## src/rtl/prpwm_pkg.sv

```systemverilog
// Shared constants and types for the spread-spectrum PWM generator.
// Assumes a 50 MHz clock, so a 500-count period is 100 kHz.
package prpwm_pkg;
    localparam int          LFSR_W   = 12;
    localparam logic [11:0] LFSR_TAP = 12'h829;   // bits 11, 5, 3, 0
    localparam logic [11:0] LFSR_SEED = 12'h5A5;
    localparam int          NOM_CNT  = 500;
    localparam int          BASE_CNT = 375;
    localparam int          SPAN_CNT = 375;
    localparam int          DUTY_W   = 8;
    localparam int          PER_W    = $clog2(BASE_CNT + SPAN_CNT + 1);
endpackage

```

## src/rtl/prpwm_lfsr.sv

```systemverilog
// Fibonacci shift register that moves toward the MSB, with the feedback
// bit being the XOR of the tapped bits.
// Steps only when adv_i is high. Assumes SEED is non-zero.
module prpwm_lfsr #(
    parameter int         W    = 12,
    parameter logic [W-1:0] TAPS = 12'h829,
    parameter logic [W-1:0] SEED = 12'h5A5
) (
    input  logic         clk,
    input  logic         rst_n,
    input  logic         adv_i,
    output logic [W-1:0] state_o
);
    logic [W-1:0] sr_q;
    logic         fb;

    // feedback: parity of the tapped bits
    assign fb = ^(sr_q & TAPS);

    // state register: seed on reset, shift left on each advance
    always_ff @(posedge clk) begin
        if (!rst_n)     sr_q <= SEED;
        else if (adv_i) sr_q <= {sr_q[W-2:0], fb};
    end

    assign state_o = sr_q;

    p_nonzero_r10: assert property (@(posedge clk) disable iff (!rst_n)
        sr_q != '0);

    p_hold_r7: assert property (@(posedge clk) disable iff (!rst_n)
        !adv_i |=> $stable(sr_q));
endmodule

```

## src/rtl/prpwm_period.sv

```systemverilog
// Picks the next switching period length. In randomized mode it is the
// base plus the shift-register value scaled into [0, SPAN). In fixed
// mode it is the nominal count. Purely combinational.
module prpwm_period #(
    parameter int LW    = 12,
    parameter int PW    = 10,
    parameter int NOM   = 500,
    parameter int BASE  = 375,
    parameter int SPAN  = 375
) (
    input  logic [LW-1:0] lfsr_i,
    input  logic          rand_i,
    output logic [PW-1:0] period_o
);
    localparam int SPAN_W = (SPAN > 1) ? $clog2(SPAN + 1) : 1;
    localparam int PROD_W = LW + SPAN_W;

    logic [PW-1:0] rand_per;

    generate
        if (SPAN > 0) begin : g_spread
            logic [PROD_W-1:0] prod;
            // scale: lfsr * SPAN / 2^LW
            always_comb begin
                prod     = PROD_W'(lfsr_i) * PROD_W'(SPAN);
                rand_per = PW'(BASE) + PW'(prod[LW +: SPAN_W]);
            end
        end else begin : g_flat
            logic unused_lfsr;
            // no spread: randomized mode collapses onto the base
            assign unused_lfsr = ^lfsr_i;
            assign rand_per    = PW'(BASE);
        end
    endgenerate

    // mode select between randomized and nominal period
    assign period_o = rand_i ? rand_per : PW'(NOM);
endmodule

```

## src/rtl/prpwm_ontime.sv

```systemverilog
// Computes the on time as floor(period * duty / 2^DW) for a fixed
// duty ratio. Purely combinational. The result never exceeds period.
module prpwm_ontime #(
    parameter int PW = 10,
    parameter int DW = 8
) (
    input  logic [PW-1:0] period_i,
    input  logic [DW-1:0] duty_i,
    output logic [PW-1:0] on_o
);
    localparam int PROD_W = PW + DW;

    logic [PROD_W-1:0] prod;

    // multiply and drop the duty fraction bits
    always_comb begin
        prod = PROD_W'(period_i) * PROD_W'(duty_i);
        on_o = prod[DW +: PW];
    end
endmodule

```

## src/rtl/rand_period_pwm.sv

```systemverilog
// Spread-spectrum PWM top level. A cycle counter runs from 1 up to the
// current period. On the reload edge (count == period) it restarts at 1,
// loads the next period and on time, and advances the shift register.
// The output is high while count <= on time.
// Assumes duty_i and rand_mode_i are synchronous to clk.
module rand_period_pwm
    import prpwm_pkg::*;
#(
    parameter int          LW    = LFSR_W,
    parameter logic [LW-1:0] TAPS = LFSR_TAP,
    parameter logic [LW-1:0] SEED = LFSR_SEED,
    parameter int          NOM   = NOM_CNT,
    parameter int          BASE  = BASE_CNT,
    parameter int          SPAN  = SPAN_CNT,
    parameter int          DW    = DUTY_W
) (
    input  logic          clk,
    input  logic          rst_n,
    input  logic [DW-1:0] duty_i,
    input  logic          rand_mode_i,
    output logic          pwm_o
);
    localparam int PW = $clog2(((NOM > BASE + SPAN) ? NOM : BASE + SPAN) + 1);

    logic [PW-1:0] cnt_q, per_q, on_q;
    logic [PW-1:0] nxt_per, nxt_on;
    logic [LW-1:0] lfsr;
    logic          reload;

    // period boundary: last clock of the current period
    assign reload = (cnt_q == per_q);

    prpwm_lfsr #(.W(LW), .TAPS(TAPS), .SEED(SEED)) u_lfsr (
        .clk     (clk),
        .rst_n   (rst_n),
        .adv_i   (reload),
        .state_o (lfsr)
    );

    prpwm_period #(.LW(LW), .PW(PW), .NOM(NOM), .BASE(BASE), .SPAN(SPAN)) u_period (
        .lfsr_i   (lfsr),
        .rand_i   (rand_mode_i),
        .period_o (nxt_per)
    );

    prpwm_ontime #(.PW(PW), .DW(DW)) u_ontime (
        .period_i (nxt_per),
        .duty_i   (duty_i),
        .on_o     (nxt_on)
    );

    // cycle counter with period and on-time registers reloaded at the boundary
    always_ff @(posedge clk) begin
        if (!rst_n) begin
            cnt_q <= PW'(1);
            per_q <= PW'(NOM);
            on_q  <= '0;
        end else if (reload) begin
            cnt_q <= PW'(1);
            per_q <= nxt_per;
            on_q  <= nxt_on;
        end else begin
            cnt_q <= cnt_q + PW'(1);
        end
    end

    // output: high for the first on_q counts of each period
    assign pwm_o = (cnt_q <= on_q);

    p_cnt_bound_r2: assert property (@(posedge clk) disable iff (!rst_n)
        (cnt_q >= PW'(1)) && (cnt_q <= per_q));

    p_on_fit_r3: assert property (@(posedge clk) disable iff (!rst_n)
        on_q <= per_q);

    p_hold_r4: assert property (@(posedge clk) disable iff (!rst_n)
        !reload |=> ($stable(per_q) && $stable(on_q)));

    p_fixed_r5: assert property (@(posedge clk) disable iff (!rst_n)
        (reload && !rand_mode_i) |=> (per_q == PW'(NOM)));

    p_range_r8: assert property (@(posedge clk) disable iff (!rst_n)
        (reload && rand_mode_i) |=> ((per_q >= PW'(BASE)) && (per_q <= PW'(BASE + SPAN))));
endmodule

```

## config.mk

```make
export PLATFORM = sky130hd
export DESIGN_NAME = rand_period_pwm
export DESIGN_NICKNAME = d
export VERILOG_FILES = /design/src/rtl/prpwm_pkg.sv /design/src/rtl/prpwm_lfsr.sv /design/src/rtl/prpwm_period.sv /design/src/rtl/prpwm_ontime.sv /design/src/rtl/rand_period_pwm.sv
export SDC_FILE = /design/constraint.sdc
export NUM_CORES = 1
export LEC_CHECK = 0
export BUFFER_PORTS_ARGS = -buffer_cell sky130_fd_sc_hd__clkbuf_2
export CORE_ASPECT_RATIO = 0.9
export CORE_MARGIN = 3
export CORE_UTILIZATION = 50
export CTS_BUF_LIST = sky130_fd_sc_hd__clkbuf_4
export DETAILED_ROUTE_END_ITERATION = 8
export GPL_ROUTABILITY_DRIVEN = 1
export PLACE_DENSITY_LB_ADDON = 0.12
export REMOVE_ABC_BUFFERS = 1
export SLEW_MARGIN = 20
export SYNTH_ARGS = -nofsm -noshare
export SYNTH_HDL_FRONTEND = slang
export SYNTH_SLANG_ARGS = --single-unit
```

## constraint.sdc

```tcl
create_clock -name clk -period 12.66 [get_ports clk]
set_clock_uncertainty 0.1 [all_clocks]
set_input_delay 0 -clock clk [delete_from_list [all_inputs] [get_ports clk]]
set_output_delay 0 -clock clk [all_outputs]
set_load 0.01 [all_outputs]
```

### Word-level counts from Yosys, hierarchy flattened

Cells that the tools add are included.

| storage, ports and cells | value |
|---|---|
| flip-flop bits (word level) | 42 |
| input bits | 11 |
| output and inout bits | 1 |
| logic and storage cells | 14 |

| cells by class | value |
|---|---|
| $add $sub $neg | 2 |
| multiply operators | 2 |
| order comparisons | 1 |
| eq/ne operators | 1 |
| mux-type cells | 1 |
| bitwise gates (word level) | 1 |
| reductions and logical operators | 2 |

Operator list:

| operator | number |
|---|---|
| 12-bit by 9-bit multiplier with 21-bit output, second input constant | 1 |
| 10-bit by 8-bit multiplier with 18-bit output | 1 |
| 12-bit XOR reduction | 1 |
| 10-bit by 1-bit adder with 10-bit output, second input constant | 1 |
| 9-bit by 9-bit adder with 10-bit output, first input constant | 1 |
| 10-bit equality test | 1 |
| 10-bit <= comparator | 1 |
| 10-bit two-way mux | 1 |
| 2-bit OR reduction | 1 |
| 1-bit inverter | 1 |

### Depth between registers and ports, before layout

Gate-level depths: netlist of run 1.

| depth | value |
|---|---|
| word-level depth | 4 |
| gate-level depth with buffers | 39 |
| depth with buffers taken out | 39 |

### Cells and area by module

Synthesis of run 1 repeated with hierarchy kept, for this count alone.

| second synthesis, totals | value |
|---|---|
| cell total of the unflattened synthesis | 827 |
| area total of the unflattened synthesis | 7335.8 um^2 |

By module, submodules not included:

| module | times used | cells an instance | area an instance (um^2) | sequential area each (um^2) |
|---|---|---|---|---|
| prpwm_period | 1 | 306 | 2666.3 | 0.0 |
| prpwm_ontime | 1 | 302 | 2565.0 | 0.0 |
| rand_period_pwm | 1 | 178 | 1642.8 | 600.6 |
| prpwm_lfsr | 1 | 41 | 461.7 | 240.2 |

### Worst setup path after synthesis of run 1

No wires, ideal clock.

| timing | value |
|---|---|
| path type | reg2reg |
| from | register u_lfsr.sr_q[7] (netlist: u_lfsr.state_o[7]) |
| to | register on_q[6] |
| library setup time | 0.106 ns |
| arrival time | 8.806 ns |
| data required time | 12.454 ns |
| path slack | 3.648 ns |
| cell stages (with the launch flop) | 36 |
| path buffers | 1 |
| clock period less this slack | 9.012 ns |
| cells stage by stage | dfxtp_1 fa_1 inv_1 fa_1 inv_1 fa_1 inv_1 fa_1 inv_1 ha_1 nand4_1 o21bai_1 and3_2 or2_2 clkbuf_1 ha_1 inv_1 o21ai_1 xnor2_1 nand2_1 and2_1 fa_1 inv_1 fa_1 inv_1 fa_1 fa_1 ha_1 a2111oi_0 inv_1 o31ai_2 o21bai_1 o31a_1 o21ai_1 mux2_1 o311ai_0 |

| on the way | value |
|---|---|
| word-level cells in the longest chain between the ends | 4 |

RTL lines:

| element | RTL line | source |
|---|---|---|
| from (decl) | prpwm_lfsr.sv:14 | `logic [W-1:0] sr_q;` |
| from (signal assigned) | prpwm_lfsr.sv:23 | `else if (adv_i) sr_q <= {sr_q[W-2:0], fb};` |
| 12-bit by 9-bit multiplier with 21-bit output | prpwm_period.sv:25 | `prod = PROD_W'(lfsr_i) * PROD_W'(SPAN);` |
| 9-bit by 9-bit adder with 10-bit output | prpwm_period.sv:26 | `rand_per = PW'(BASE) + PW'(prod[LW +: SPAN_W]);` |
| 10-bit two-way mux | prpwm_period.sv:37 | `assign period_o = rand_i ? rand_per : PW'(NOM);` |
| 10-bit by 8-bit multiplier with 18-bit output | prpwm_ontime.sv:17 | `prod = PROD_W'(period_i) * PROD_W'(duty_i);` |
| to (signal assigned) | rand_period_pwm.sv:61 | `on_q <= nxt_on;` |
| to (decl) | rand_period_pwm.sv:25 | `logic [PW-1:0] cnt_q, per_q, on_q;` |

No other way between the ends.
A chain may end at the register's enable or synchronous reset.

### Final worst setup path of run 1

| timing | value |
|---|---|
| from | register u_lfsr.sr_q[5] (netlist: u_lfsr.state_o[5]) |
| to | register on_q[6] |

The elaborated chain is that of the path after synthesis.

==> results of run 1 <==
-- cells by family after synthesis --
| logic type | after synthesis | share of synthesized area |
|---|---|---|
| AOI/OAI and AO/OA | 86 | 0.0857 |
| xor gates and xnor gates | 36 | 0.0441 |
| adders and majority gates | 195 | 0.440 |
| buffers and inverters | 210 | 0.116 |
| DFF | 42 | 0.118 |
| muxes | 20 | 0.0301 |
| and+or+nand+nor | 225 | 0.166 |
-- sequential cells by signal, indices dropped and copies added, names as in the netlist --
signal and cells:
on_q 10, u_lfsr.state_o 12, cnt_q 10, per_q 10
-- synth_stat cells (3+ instances only) --
cell	number
and2_1	35
nand2b_1	8
dfxtp_1	42
nand3_1	17
xnor2_1	20
a21oi_1	24
o21a_1	3
a21o_1	8
inv_1	186
nand2_1	57
fa_1	94
o21bai_1	5
ha_1	101
nand4_1	9
nand4b_1	3
o21ai_0	10
clkbuf_1	14
nor3_1	5
nor2_1	45
mux2i_1	17
nand3b_1	4
nor2b_1	10
o21ai_1	5
and2_4	6
and3_1	13
a211oi_1	4
xor2_1	16
buf_6	3
-- layout make-up --
class | count | area [um2]
clock buffers | 7 | 52.6
clock inverters | 1 | 30.0
fillers | 1320 | 6250
inverters | 188 | 706
multi-input cells | 562 | 5480
flip-flops and latches | 42 | 841
well taps | 189 | 236
repair buffers | 12 | 62.6
-- path summary, 6_finish.rpt --
check                                           to  slack, ns  cells after the start
worst max-delay path                       on_q[6]       2.33                     34
worst min-delay path            u_lfsr.state_o[10]       0.02                      2
worst max register to register             on_q[6]       2.33                     34
worst min register to register            cnt_q[0]       0.40                      1
-- report_power, final --
part	switching [mW]	leakage, nW	internal (mW)
registers	0.00218	0.340	0.133
clock network	0.0468	0.0463	0.0462
logic	0.188	3.30	0.144
-- routing by layer --
layer	up-vias	GRT usage	wire, um
li1	2567	-	-
met1	2538	0.300	7640
met2	80	0.313	6550
met3	15	0.0220	501
met4	0	0.0302	156
met5	-	0	0
-- metrics by stage --
step	util	power, mW	area (um2)
6_report	0.542	0.560	7410
5_1_grt	0.542	0.625	7410
4_1_cts	0.542	0.564	7410
3_5_place_dp	0.536	0.469	7330
3_3_place_gp	0.536	0.461	7330
2_1_floorplan	-	0.397	7020
==> summary.txt, run 1 <==
Run status
  • Status: complete, no violations

STA
  • Max Slew Vio Count: 0
  • Fin Setup TNS: 0 ns
  • Fin crit period: 10.33 ns
  • Rel. slew slack: 0.365
  • Fmax: 96.8 MHz
  • # setup viols final: 0
  • Setup ws final: 2.33 ns
  • Hold Violations, Final: 0
  • WHS: 0.0249 ns
  • Final Cycle Share: 0.816
  • RSZ-0062 raised after global routing: no
  • Slew @ Worst Pin: 0.929 ns

Critical path
  • Critical Path Start: u_lfsr.state_o[5]
  • Worst Path Buf+Inv: 7
  • Worst reg2reg startpoint: u_lfsr.state_o[5]
  • WP data arrival: 10.48 ns
  • CP max-delay cell: a2111oi_0
  • Delay-heaviest family, CP: adder cells
  • Biggest cell delay along the critical path: 0.81 ns
  • WS Path Type: flop to flop
  • Crit path top cell by count: fa_1
  • Crit. End Element: flop
  • CP startpoint kind: flop
  • CP required: 12.82 ns
  • Critical path fanouts, max: 10

Die
  • Starting density of the core: 0.523
  • Die Area: 15800 um2
  • Site Rows: 40
  • Core area: 13700 um2
  • Die Span Y: 119 um
  • Die W: 132 um
  • Boundary Pins: 12

Placement
  • Placer Congestion: 0.842
  • Worst slack at placement: 2.37 ns
  • # port buffers: 11
  • Placed cell count: 993
  • Post-DP HPWL: 12200 um

Drt
  • DR pass1 iterations: 4
  • Routed vias/inst: 5.19
  • DRC: 0
  • Starting DRC count in detailed routing: 231
  • Final WL: 14900 um
  • Detail Route Antenna Nets: 0
  • Via count: 5200
  • Average wire per standard cell: 14.8 um

Global routing
  • Total GRT Usage: 0.199
  • Vias in the first global route: 5429
  • Pin count of the biggest net entering global routing: 47
  • Total grt overflow: 0
  • Initial antenna violation count: 0
  • First-pass GRT wire length: 25900 um

Clocking
  • Post-CTS Setup Inserts: 0
  • CTS buffer count: 5
  • Clock sinks: 42
  • Clk pin slew, worst setup/hold paths: 0.14 ns
  • CTS tree: built
  • H-tree levels: 2
  • Clk buf depth: 2
  • Post-CTS sizing: 0
  • Skew-Pair Late Insertion Delay: 0.37 ns
  • Root buf cell: clkbuf_4
  • Hold buffers post-CTS: 0

Synth
  • Synth top area share: 0.263
  • Post-synthesis sequential area ratio: 0.118
  • Synth area leaders: fa_1 26%, ha_1 18%, dfxtp_1 12%
  • Dominant cell type by area after synthesis: fa_1
  • Syn Area/Cell: 8.78 um2
  • Post-synth cell types: 70
  • Yosys Warn Count: 0
  • Post-Synthesis Cells: 814
  • Post-synth ARST share: 0
  • Ys flop type: dfxtp_1
  • Register bit total from synthesis: 42
  • Mapped Area: 7140 um2
  • EDFF count, synth: 0

Finish
  • Area growth, synth to finish: 3.73%
  • Commonest non-fill, non-tap cell in the layout: inv_1
  • Final-stage net count: 1017
  • Layout cells sized above 1: 0.0505
  • Leading cell types in the layout, fill and taps excluded: 186 x inv_1, 101 x ha_1, 94 x fa_1
  • Fin cells: 1001
  • N_diodes: 0

Job
  • Maxcap violations: 0

Pwr
  • Leakage: 3.68 nW
  • Peak supply drop: 0.0555 mV
  • Power density cells: 75.5 nW/um2

Worst hold path
  • Hold Crit Class: primary input to flop
  • Hold path start: rst_n
Power figures use the tool's default switching activity.
==> run 2: changes to the inputs <==
==> constraint.sdc (replaced) <==
create_clock -name clk -period 8.75 [get_ports clk]
set_clock_uncertainty 0.1 [all_clocks]
set_input_delay 0 -clock clk [delete_from_list [all_inputs] [get_ports clk]]
set_output_delay 0 -clock clk [all_outputs]
set_load 0.01 [all_outputs]
==> summary.txt, run 2 (same netlist as run 1, synthesis figures left out) <==
STA
  • # setup viols final: 3
  • Hold Violations, Final: 0
  • RSZ-0062 raised after global routing: yes
  • Fin crit period: 8.89 ns
  • Fmax: 112 MHz
  • Final Cycle Share: 1.02
  • Slew @ Worst Pin: 0.924 ns
  • Rel. slew slack: 0.379
  • Setup ws final: -0.141 ns
  • Max Slew Vio Count: 0

Pwr
  • Peak supply drop: 0.121 mV
  • Power density cells: 115 nW/um2
  • Leakage: 4.28 nW
  • Pwr Total: 1.01 mW

Placement
  • Worst slack at placement: -0.529 ns
  • Placer Congestion: 0.907
  • # port buffers: 11
  • Post-DP HPWL: 13000 um

Finish
  • Commonest non-fill, non-tap cell in the layout: inv_1
  • Area growth, synth to finish: 23.2%
  • Max reg flops: 12
  • Leading cell types in the layout, fill and taps excluded: 173 x inv_1, 93 x fa_1, 87 x ha_1
  • N_diodes: 0
  • Final-stage net count: 1116
  • Layout cells sized above 1: 0.254
  • Util after Layout: 0.644

Drt
  • Starting DRC count in detailed routing: 264
  • Via count: 5646
  • Average wire per standard cell: 15.0 um
  • Detail Route Antenna Nets: 0
  • Routed vias/inst: 5.13
  • Final WL: 16500 um
  • DR pass1 iterations: 4
  • DRC: 0

Critical path
  • Critical path fanouts, max: 4
  • FF-to-FF path depth: 37
  • Reg2reg end: on_q[9]
  • Crit. End Element: flop
  • WS Path Type: flop to flop
  • CP required: 8.91 ns
  • R2r setup slk: -0.14 ns
  • Biggest cell delay along the critical path: 0.59 ns
  • CP startpoint kind: flop
  • Crit path top cell by count: fa_1
  • WP data arrival: 9.05 ns
  • CP max-delay cell: fa_1
  • Critical Path Start: u_lfsr.state_o[8]
  • Delay-heaviest family, CP: adder cells
  • Worst Path Buf+Inv: 10
  • Worst reg2reg startpoint: u_lfsr.state_o[8]
  • Critical Path Stages: 37

Run status
  • Status: complete, but fails checks
  • Violated checks: setup timing

Clocking
  • Clk buf depth: 2
  • CTS tree: built
  • H-tree levels: 2
  • Skew-Pair Late Insertion Delay: 0.36 ns
  • Clock sinks: 42
  • Root buf cell: clkbuf_4
  • CTS buffer count: 5
  • Clk pin slew, worst setup/hold paths: 0.14 ns

Die
  • Die Span Y: 119 um
  • Die Area: 15800 um2
  • Core area: 13700 um2
  • Site Rows: 40
  • Die W: 132 um
  • Boundary Pins: 12
  • Starting density of the core: 0.523

Job
  • Maxcap violations: 0

Global routing
  • Total GRT Usage: 0.216
  • Pin count of the biggest net entering global routing: 36
  • Total grt overflow: 0
  • Vias in the first global route: 5984
  • Initial antenna violation count: 0
  • First-pass GRT wire length: 28400 um

Worst hold path
  • Hold Crit Class: primary input to flop
  • Hold Path End: per_q[4]
  • Hold path depth: 2
  • Hold path start: rst_n
==> run 2: cell types whose count changed in the layout (fill, tap and decap cells not counted), moves of 8 or more <==
| cell | before | now |
|---|---|---|
| ha_1 | 101 | 87 |
| inv_2 | 1 | 14 |
| inv_1 | 186 | 173 |
| a21oi_2 | 0 | 8 |
| a21oi_1 | 24 | 16 |
| ha_4 | 0 | 14 |
| dfxtp_1 | 42 | 33 |
| buf_4 | 1 | 86 |
| buf_6 | 0 | 14 |
==> run 2: worst max path at each step <==
| stage | end | slack, ns |
|---|---|---|
| 2_1_floorplan | on_q[6] | -0.23 |
| 3_3_place_gp | on_q[9] | -0.35 |
| 3_5_place_dp | on_q[9] | -0.53 |
| 4_1_cts | on_q[6] | -0.06 |
| 5_1_grt | on_q[9] | -0.46 |
| 6_report | on_q[9] | -0.14 |
==> run 2: what timing repair did <==
item,4_1_cts,5_1_grt
endpoints found under the setup margin,10,10
hold buffers,0,0
setup buffers,10,5
resized for setup,85,54
pin swaps,50,40
==> run 2: cell type report <==
class / instances / area (um2)
Inverter: 188 / 706
Timing Repair Buffer: 111 / 858
Tap cell: 189 / 236
Clock inverter: 2 / 13.8
Clock buffer: 6 / 45.0
Fill cell: 1149 / 4860
Multi-Input combinational cell: 562 / 6080
Sequential cell: 42 / 865
==> run 2: metrics by stage <==
stage / instance area, um2 / cells / setup TNS (ns) / hold WS (ns)
final: 8800 / 1100 / -0.217 / 0.0208
after global routing: 8800 / 1100 / -2.74 / 0.0161
after CTS: 8510 / 1095 / -0.0796 / 0.0130
after detailed placement: 7960 / 1077 / -3.39 / 0.357
after global placement: 7960 / 1077 / -2.01 / 0.344
after floorplan: 7020 / 792 / -0.615 / -0.0381
==> run 2: metal layers <==
metal	up-vias	wire length (um)	GRT usage	share of wire
li1	2762	-	-	-
met1	2808	7980	0.310	0.49
met2	62	7880	0.363	0.48
met3	14	441	0.0211	0.027
met4	0	147	0.0256	0.0089
met5	-	0	0	0
==> run 2: power breakdown <==
part	switching [mW]	leakage [nW]	internal (mW)
clock network	0.0708	0.0356	0.0348
logic	0.358	3.91	0.356
registers	0.00333	0.342	0.191
total	0.432	4.28	0.582
